===== config.mk =====
export PLATFORM = sky130hd
export DESIGN_NAME = ooo_bank_refresh
export DESIGN_NICKNAME = d
export VERILOG_FILES = /design/src/rtl/ooo_refresh_pkg.sv /design/src/rtl/ref_credit_dp.sv /design/src/rtl/ref_pick_ctrl.sv /design/src/rtl/ooo_bank_refresh.sv
export SDC_FILE = /design/constraint.sdc
export NUM_CORES = 1
export LEC_CHECK = 0
export BUFFER_PORTS_ARGS = -buffer_cell sky130_fd_sc_hd__buf_4
export CORE_ASPECT_RATIO = 1.1
export CORE_MARGIN = 2
export CORE_UTILIZATION = 50
export DETAILED_ROUTE_END_ITERATION = 6
export PLACE_DENSITY_LB_ADDON = 0.3
export SLEW_MARGIN = 0
export SYNTH_ARGS = -nofsm -noshare
export SYNTH_HDL_FRONTEND = slang
export SYNTH_HIERARCHICAL = 1
export SYNTH_SLANG_ARGS = --single-unit

===== constraint.sdc =====
create_clock -name clk -period 8.6 [get_ports clk]
set_input_delay 1.29 -clock clk [delete_from_list [all_inputs] [get_ports clk]]
set_output_delay 1.29 -clock clk [all_outputs]
set_load 0.01 [all_outputs]

===== src/rtl/ooo_refresh_pkg.sv =====
package ooo_refresh_pkg;

  // Strobes from the selector to the credit/busy datapath.
  typedef struct packed {
    logic fire;     // a refresh command is issued this cycle
    logic allBank;  // the issued command covers every bank
  } refStrobe_t;

  // Priority level of the current per-bank candidate set.
  typedef enum logic [1:0] {
    LVL_NONE  = 2'd0,
    LVL_DRAIN = 2'd1,
    LVL_IDLE  = 2'd2,
    LVL_FORCE = 2'd3
  } refLevel_t;

endpackage


===== src/rtl/ref_credit_dp.sv =====
module ref_credit_dp
  import ooo_refresh_pkg::*;
#(
  parameter int NUM_BANKS      = 8,
  parameter int CREDIT_CAP     = 8,
  parameter int INTERVAL       = 3900,
  parameter int REF_CYCLES     = 90,
  parameter int REF_ALL_CYCLES = 280,
  localparam int IDX_W    = (NUM_BANKS > 1) ? $clog2(NUM_BANKS) : 1,
  localparam int CRED_W   = $clog2(CREDIT_CAP + 1),
  localparam int BUSY_MAX = (REF_CYCLES > REF_ALL_CYCLES) ? REF_CYCLES : REF_ALL_CYCLES,
  localparam int BUSY_W   = $clog2(BUSY_MAX + 1),
  localparam int IV_W     = (INTERVAL > 1) ? $clog2(INTERVAL) : 1
) (
  input  logic                 clk,
  input  logic                 rst_n,
  input  refStrobe_t           strobe,
  input  logic [IDX_W-1:0]     issueBank,
  output logic [NUM_BANKS-1:0] creditPending,
  output logic [NUM_BANKS-1:0] creditFull,
  output logic [NUM_BANKS-1:0] blockedMask
);

  localparam logic [CRED_W-1:0] CAP_V      = CRED_W'(CREDIT_CAP);
  localparam logic [BUSY_W-1:0] LOAD_BANK  = BUSY_W'(REF_CYCLES);
  localparam logic [BUSY_W-1:0] LOAD_ALL   = BUSY_W'(REF_ALL_CYCLES);
  localparam logic [IV_W-1:0]   IV_LAST    = IV_W'(INTERVAL - 1);

  // Interval timer: one tick per INTERVAL cycles.
  logic [IV_W-1:0] ivCnt;
  logic            ivTick;

  assign ivTick = (ivCnt == IV_LAST);

  always_ff @(posedge clk or negedge rst_n) begin
    if (!rst_n)      ivCnt <= '0;
    else if (ivTick) ivCnt <= '0;
    else             ivCnt <= ivCnt + IV_W'(1);
  end

  for (genvar g = 0; g < NUM_BANKS; g++) begin : g_bank
    logic [CRED_W-1:0] credit;
    logic [BUSY_W-1:0] busyCnt;
    logic              hit;
    logic              dec;

    assign hit = strobe.fire && (strobe.allBank || (issueBank == IDX_W'(g)));
    assign dec = hit && (credit != '0);

    // Owed-refresh credit: +1 per tick, -1 per issue, saturating at the cap.
    always_ff @(posedge clk or negedge rst_n) begin
      if (!rst_n) begin
        credit <= '0;
      end else begin
        unique case ({ivTick, dec})
          2'b10:   if (credit != CAP_V) credit <= credit + CRED_W'(1);
          2'b01:   credit <= credit - CRED_W'(1);
          default: credit <= credit;
        endcase
      end
    end

    // Refresh busy time: loaded on issue, counts down to zero.
    always_ff @(posedge clk or negedge rst_n) begin
      if (!rst_n)               busyCnt <= '0;
      else if (hit)             busyCnt <= strobe.allBank ? LOAD_ALL : LOAD_BANK;
      else if (busyCnt != '0)   busyCnt <= busyCnt - BUSY_W'(1);
    end

    assign creditPending[g] = (credit != '0);
    assign creditFull[g]    = (credit == CAP_V);
    assign blockedMask[g]   = (busyCnt != '0);

    // a capped credit stays capped across a tick with no issue.
    p_cap_hold_r2: assert property (@(posedge clk) disable iff (!rst_n)
      (ivTick && credit == CAP_V && !hit) |=> (credit == CAP_V));

    // the datapath is never told to refresh a bank that is still busy.
    p_no_hit_busy_r4: assert property (@(posedge clk) disable iff (!rst_n)
      (hit && !strobe.allBank) |-> (busyCnt == '0));
  end

  // the issued bank is blocked in the following cycle.
  p_blocked_hold_r3: assert property (@(posedge clk) disable iff (!rst_n)
    (strobe.fire && !strobe.allBank) |=> blockedMask[$past(issueBank)]);

  // a whole-rank refresh blocks every bank.
  p_all_block_r9: assert property (@(posedge clk) disable iff (!rst_n)
    (strobe.fire && strobe.allBank) |=> (&blockedMask));

  // outside whole-rank issue, at most one bank becomes blocked per cycle.
  p_one_new_r11: assert property (@(posedge clk) disable iff (!rst_n)
    !(strobe.fire && strobe.allBank) |=>
      ($countones(blockedMask & ~$past(blockedMask)) <= 1));

endmodule


===== src/rtl/ref_pick_ctrl.sv =====
module ref_pick_ctrl
  import ooo_refresh_pkg::*;
#(
  parameter int NUM_BANKS = 8,
  localparam int IDX_W = (NUM_BANKS > 1) ? $clog2(NUM_BANKS) : 1
) (
  input  logic                 clk,
  input  logic                 rst_n,
  input  logic                 allBankMode,
  input  logic                 writeDrain,
  input  logic                 slotGrant,
  input  logic [NUM_BANKS-1:0] bankHasReq,
  input  logic [NUM_BANKS-1:0] bankBusy,
  input  logic [NUM_BANKS-1:0] creditPending,
  input  logic [NUM_BANKS-1:0] creditFull,
  input  logic [NUM_BANKS-1:0] blockedMask,
  output logic                 refReq,
  output logic                 refAll,
  output logic [IDX_W-1:0]     refBank,
  output refStrobe_t           strobe
);

  localparam logic [IDX_W-1:0] LAST_IDX = IDX_W'(NUM_BANKS - 1);

  logic [IDX_W-1:0]     rrPtr;
  logic [NUM_BANKS-1:0] eligible;
  logic [NUM_BANKS-1:0] forceSet;
  logic [NUM_BANKS-1:0] idleSet;
  logic [NUM_BANKS-1:0] drainSet;
  logic [NUM_BANKS-1:0] pickSet;
  logic [IDX_W-1:0]     pickBank;
  refLevel_t            level;
  logic                 allReady;

  // First set bit at or after the start index, wrapping around.
  function automatic logic [IDX_W-1:0] rrPick(input logic [NUM_BANKS-1:0] cand,
                                              input logic [IDX_W-1:0] start);
    logic [IDX_W-1:0] sel;
    int pos;
    sel = '0;
    for (int off = NUM_BANKS - 1; off >= 0; off--) begin
      pos = int'(start) + off;
      if (pos >= NUM_BANKS) pos = pos - NUM_BANKS;
      if (cand[pos]) sel = IDX_W'(pos);
    end
    return sel;
  endfunction

  assign eligible = creditPending & ~blockedMask & ~bankBusy;
  assign forceSet = eligible & creditFull;
  assign idleSet  = eligible & ~bankHasReq;
  assign drainSet = writeDrain ? eligible : '0;

  always_comb begin
    if (|forceSet) begin
      level   = LVL_FORCE;
      pickSet = forceSet;
    end else if (|idleSet) begin
      level   = LVL_IDLE;
      pickSet = idleSet;
    end else if (|drainSet) begin
      level   = LVL_DRAIN;
      pickSet = drainSet;
    end else begin
      level   = LVL_NONE;
      pickSet = '0;
    end
  end

  assign pickBank = rrPick(pickSet, rrPtr);
  assign allReady = (|creditPending) && !(|blockedMask) && !(|bankBusy);

  assign refReq         = allBankMode ? allReady : (level != LVL_NONE);
  assign refAll         = allBankMode && allReady;
  assign refBank        = allBankMode ? '0 : pickBank;
  assign strobe.fire    = refReq && slotGrant;
  assign strobe.allBank = allBankMode;

  always_ff @(posedge clk or negedge rst_n) begin
    if (!rst_n) begin
      rrPtr <= '0;
    end else if (strobe.fire && !allBankMode) begin
      rrPtr <= (refBank == LAST_IDX) ? '0 : refBank + IDX_W'(1);
    end
  end

  // a blocked bank is never offered.
  p_not_blocked_r4: assert property (@(posedge clk) disable iff (!rst_n)
    (refReq && !allBankMode) |-> !blockedMask[refBank]);

  // a bank with an access in flight is never offered.
  p_busy_excl_r10: assert property (@(posedge clk) disable iff (!rst_n)
    (refReq && !allBankMode) |-> !bankBusy[refBank]);

  // if any capped bank is free, the offered bank is capped.
  p_force_first_r7: assert property (@(posedge clk) disable iff (!rst_n)
    (refReq && !allBankMode && |(creditFull & ~blockedMask & ~bankBusy))
      |-> creditFull[refBank]);

  // outside a drain, an uncapped offered bank has an empty queue.
  p_idle_pref_r5: assert property (@(posedge clk) disable iff (!rst_n)
    (refReq && !allBankMode && !writeDrain && !creditFull[refBank])
      |-> !bankHasReq[refBank]);

  // whole-rank offers only when nothing is blocked or busy.
  p_all_quiet_r9: assert property (@(posedge clk) disable iff (!rst_n)
    refAll |-> (blockedMask == '0 && bankBusy == '0));

endmodule


===== src/rtl/ooo_bank_refresh.sv =====
module ooo_bank_refresh
  import ooo_refresh_pkg::*;
#(
  parameter int NUM_BANKS      = 8,
  parameter int CREDIT_CAP     = 8,
  parameter int INTERVAL       = 3900,
  parameter int REF_CYCLES     = 90,
  parameter int REF_ALL_CYCLES = 280,
  localparam int IDX_W = (NUM_BANKS > 1) ? $clog2(NUM_BANKS) : 1
) (
  input  logic                 clk,
  input  logic                 rst_n,
  input  logic                 allBankMode,
  input  logic                 writeDrain,
  input  logic [NUM_BANKS-1:0] bankHasReq,
  input  logic [NUM_BANKS-1:0] bankBusy,
  input  logic                 slotGrant,
  output logic                 refReq,
  output logic                 refAll,
  output logic [IDX_W-1:0]     refBank,
  output logic [NUM_BANKS-1:0] blockedMask
);

  refStrobe_t           strobe;
  logic [NUM_BANKS-1:0] creditPending;
  logic [NUM_BANKS-1:0] creditFull;

  ref_pick_ctrl #(
    .NUM_BANKS(NUM_BANKS)
  ) ctrl_i (
    .clk          (clk),
    .rst_n        (rst_n),
    .allBankMode  (allBankMode),
    .writeDrain   (writeDrain),
    .slotGrant    (slotGrant),
    .bankHasReq   (bankHasReq),
    .bankBusy     (bankBusy),
    .creditPending(creditPending),
    .creditFull   (creditFull),
    .blockedMask  (blockedMask),
    .refReq       (refReq),
    .refAll       (refAll),
    .refBank      (refBank),
    .strobe       (strobe)
  );

  ref_credit_dp #(
    .NUM_BANKS     (NUM_BANKS),
    .CREDIT_CAP    (CREDIT_CAP),
    .INTERVAL      (INTERVAL),
    .REF_CYCLES    (REF_CYCLES),
    .REF_ALL_CYCLES(REF_ALL_CYCLES)
  ) dp_i (
    .clk          (clk),
    .rst_n        (rst_n),
    .strobe       (strobe),
    .issueBank    (refBank),
    .creditPending(creditPending),
    .creditFull   (creditFull),
    .blockedMask  (blockedMask)
  );

endmodule


==> flow_metrics.env <==
export IMPL_die_y_um=143
export IMPL_tns_ns=0
export IMPL_fmax_ghz=0.129
export IMPL_final_cell_area_mm2=0.00978
export IMPL_period_share=0.898
export IMPL_holdBufCountCts=0
export IMPL_cts_tree="yes"
export IMPL_dr_pass1_iters=5
export IMPL_io_buffers=33
export IMPL_setup_violations=0
export IMPL_netlist_cell_type_count=86
export IMPL_synth_cells=1017
export IMPL_grt_pass1_vias=7431
export IMPL_drt_iter0_drc=827
export IMPL_netlist_area_leader_share=0.341
export IMPL_power_leakage_uw=0.00410
export IMPL_path_class="register to register"
export IMPL_dpl_cell_area_mm2=0.00916
export IMPL_synth_area_mm2=0.00874
export IMPL_cts_root_buffer_cell="clkbuf_16"
export IMPL_worst_slew_pin_slew_ns=0.989
export IMPL_maxCapViolCount=0
export IMPL_synth_area_per_cell_um2=8.60
export IMPL_hold_viol=0
export IMPL_hold_path_class="register to register"
export IMPL_dieArea_mm2=0.0186
export IMPL_worst_slack_ns=0.874
export IMPL_post_cts_resized=0
export IMPL_cts_buffers=17
export IMPL_yosysWarnings=6
export IMPL_grt_start_max_net_pins=78
export IMPL_synthFlopType="dfrtp_1"
export IMPL_antenna_left=0
export IMPL_insertedDiodeCount=0
export IMPL_post_cts_setup_buffers=0
export IMPL_drive_gt1_frac=0.114
export IMPL_fillers=1572
export IMPL_synth_top_cell_by_area="dfrtp_1"
export IMPL_ys_top_cells_by_count="dfrtp_1 (119), nor2_1 (114), nand2_1 (79)"
export IMPL_grt_use_total=0.251
export IMPL_status="finished, final reports clean"
export IMPL_clk_latency_ns=0.42
export IMPL_syn_nets=1075
export IMPL_yosys_top_cells_area="dfrtp_1 (34%), nor2_1 (4.9%), xnor2_1 (4.2%)"
export IMPL_io_pins=34
export IMPL_hpwlAfterDp_um=15900
export IMPL_final_cells=1290
export IMPL_clock_skew_ns=0.00617
export IMPL_cp_startpoint="dp_i/g_bank[1].busyCnt[3]"
export IMPL_cp_arrival_ns=8.01
export IMPL_endpoint_kind="register"
export IMPL_via_per_inst=6.11
export IMPL_startpoint_type="register"
export IMPL_clkSinkCount=119
export IMPL_period_needed_ns=7.73
export IMPL_ir_worst_vdd_v=0.000129
export IMPL_synth_edff_count=0
export IMPL_synth_async_reset_ratio=1.00
export IMPL_ys_ff_latch=119
export IMPL_relSlewSlack=0.341
export IMPL_gp_congestion=0.964
export IMPL_start_util=0.512
export IMPL_finalMaxSlewViolations=0
export IMPL_die_x_um=130
export IMPL_place_inst=1258
export IMPL_drc=0
export IMPL_std_cell_rows=50
export IMPL_syn_to_final_growth_pct=11.9
export IMPL_reg2reg_from="dp_i/g_bank[1].busyCnt[3]"
export IMPL_wl_per_cell_um=17.1
export IMPL_dp_slack_ns=1.28
export IMPL_min_from="dp_i/ivCnt[0]"
export IMPL_routed_via_count=7888
export IMPL_yosysMostFrequentCell="dfrtp_1"
export IMPL_htree_levels=4
export IMPL_clk_pin_slew_ns=0.06
export IMPL_grt_pass1_wl_um=37100
export IMPL_yosysSeqAreaShare=0.341
export IMPL_finish_utilization=0.573
export IMPL_nets=1101
export IMPL_path_max_fanout=12
export IMPL_antenna_found_initial=0
export IMPL_core_area_mm2=0.0171
export IMPL_required_ns=8.89
export IMPL_p_per_area_mw_per_mm2=171
export IMPL_clk_path_buf_depth=2
export IMPL_global_route_overflow_total=0
export IMPL_grt_setup_unrepaired="no"
export IMPL_wl_um=22000
[sequential cells by signal, summed over array words and instances (netlist names)]
| signal | flops |
|---|---|
| dp_i/g_bank.credit | 32 |
| dp_i/g_bank.busyCnt | 72 |
| dp_i/ivCnt | 12 |
| ctrl_i/rrPtr | 3 |
[worst max-delay path, cell delays in order (launching register included)]
cell and delay (ns):
dfrtp_1 0.44, or4_1 0.56, or4_1 0.65, nor3b_1 0.65, a2111oi_4 0.21, and3_1 0.24
a2111oi_0 0.83, a211oi_1 0.16, a31oi_1 0.27, a21boi_0 0.13, o311ai_1 0.28, a31oi_1 0.14
nor4_2 0.81, nor3_1 0.12, o21ai_0 0.56, nor2_1 0.19, nand2_1 0.16, inv_1 0.08
ha_1 0.28, a21o_1 0.18, a21oi_1 0.28, nand3_1 0.11, o311ai_0 0.12, o211ai_1 0.13
[layout by cell type, fill, tap and decap left out, drive strengths merged, types with 7 or more instances in the layout]
cell type | netlist | layout
xor2 | 23 | 23
nor4 | 18 | 18
nand3b | 12 | 12
or4 | 15 | 15
nor4b | 8 | 8
a21oi | 70 | 70
o21ai | 51 | 51
and3 | 7 | 7
nor2 | 114 | 114
nand2b | 20 | 20
clkinv | 0 | 7
a31oi | 19 | 19
o32ai | 11 | 11
mux2i | 8 | 8
dfrtp | 119 | 119
a211oi | 8 | 8
nor3 | 28 | 28
inv | 71 | 73
nand2 | 79 | 79
a21o | 13 | 13
or3 | 17 | 17
xnor2 | 42 | 42
fa | 8 | 8
o211ai | 11 | 11
clkbuf | 16 | 19
buf | 17 | 40
o311ai | 7 | 7
and2 | 22 | 22
nand4 | 7 | 7
nand3 | 45 | 45
ha | 29 | 29
[kinds of logic (layout without fill, tap and decap cells)]
family / after synthesis / in the layout / synth area share
simple gates: 427 / 427 / 0.261
compound gates: 249 / 249 / 0.199
flops: 119 / 119 / 0.341
buf+inv: 104 / 143 / 0.0520
xor+xnor: 65 / 65 / 0.0651
fa+ha+maj: 37 / 37 / 0.0598
mux: 16 / 16 / 0.0225
[power breakdown]
part / internal [uW] / leakage [uW] / switching, uW
Clock: 491 / 0.000311 / 266
Sequential: 652 / 0.00141 / 89.9
Combinational: 87.9 / 0.00238 / 84.7
[metal layers]
| metal | routed length, um | global-route usage | share of wire | vias to the layer above |
|---|---|---|---|---|
| met1 | 9700 | 0.337 | 0.44 | 3818 |
| li1 | - | - | - | 3747 |
| met3 | 1290 | 0.0438 | 0.059 | 56 |
| met4 | 658 | 0.0956 | 0.030 | 0 |
| met2 | 10400 | 0.406 | 0.47 | 267 |
| met5 | 0 | 0 | 0 | - |
[per-stage QoR]
| step | hold slack [ns] | power [uW] |
|---|---|---|
| 6_report | 0.469 | 1670 |
| 2_1_floorplan | 0.433 | 859 |
| 3_3_place_gp | 0.457 | 915 |
| 4_1_cts | 0.468 | 1690 |
| 3_5_place_dp | 0.461 | 924 |
| 5_1_grt | 0.495 | 1760 |
[cell type report]
class / count / area [um2] / area share
Timing Repair Buffer: 40 / 300 / 0.0307
Clock inverter: 13 / 176 / 0.0180
Tap cell: 234 / 293 / 0.0299
Inverter: 71 / 267 / 0.0273
Multi-Input combinational cell: 794 / 5320 / 0.544
Sequential cell: 119 / 2980 / 0.305
Clock buffer: 19 / 443 / 0.0453
[worst paths after layout]
kind                                              to  slack [ns]  depth (start not counted)
min in group asynchronous  dp_i/g_bank[4].busyCnt[3]        0.87                          1
max                         dp_i/g_bank[0].credit[3]        0.87                         23
min reg2reg                            dp_i/ivCnt[0]        0.47                          1
max reg2reg                 dp_i/g_bank[0].credit[3]        0.87                         23
min                                    dp_i/ivCnt[0]        0.47                          1
max in group asynchronous  dp_i/g_bank[6].busyCnt[7]        6.33                          2
No activity file was read; power rests on OpenSTA's default activity.
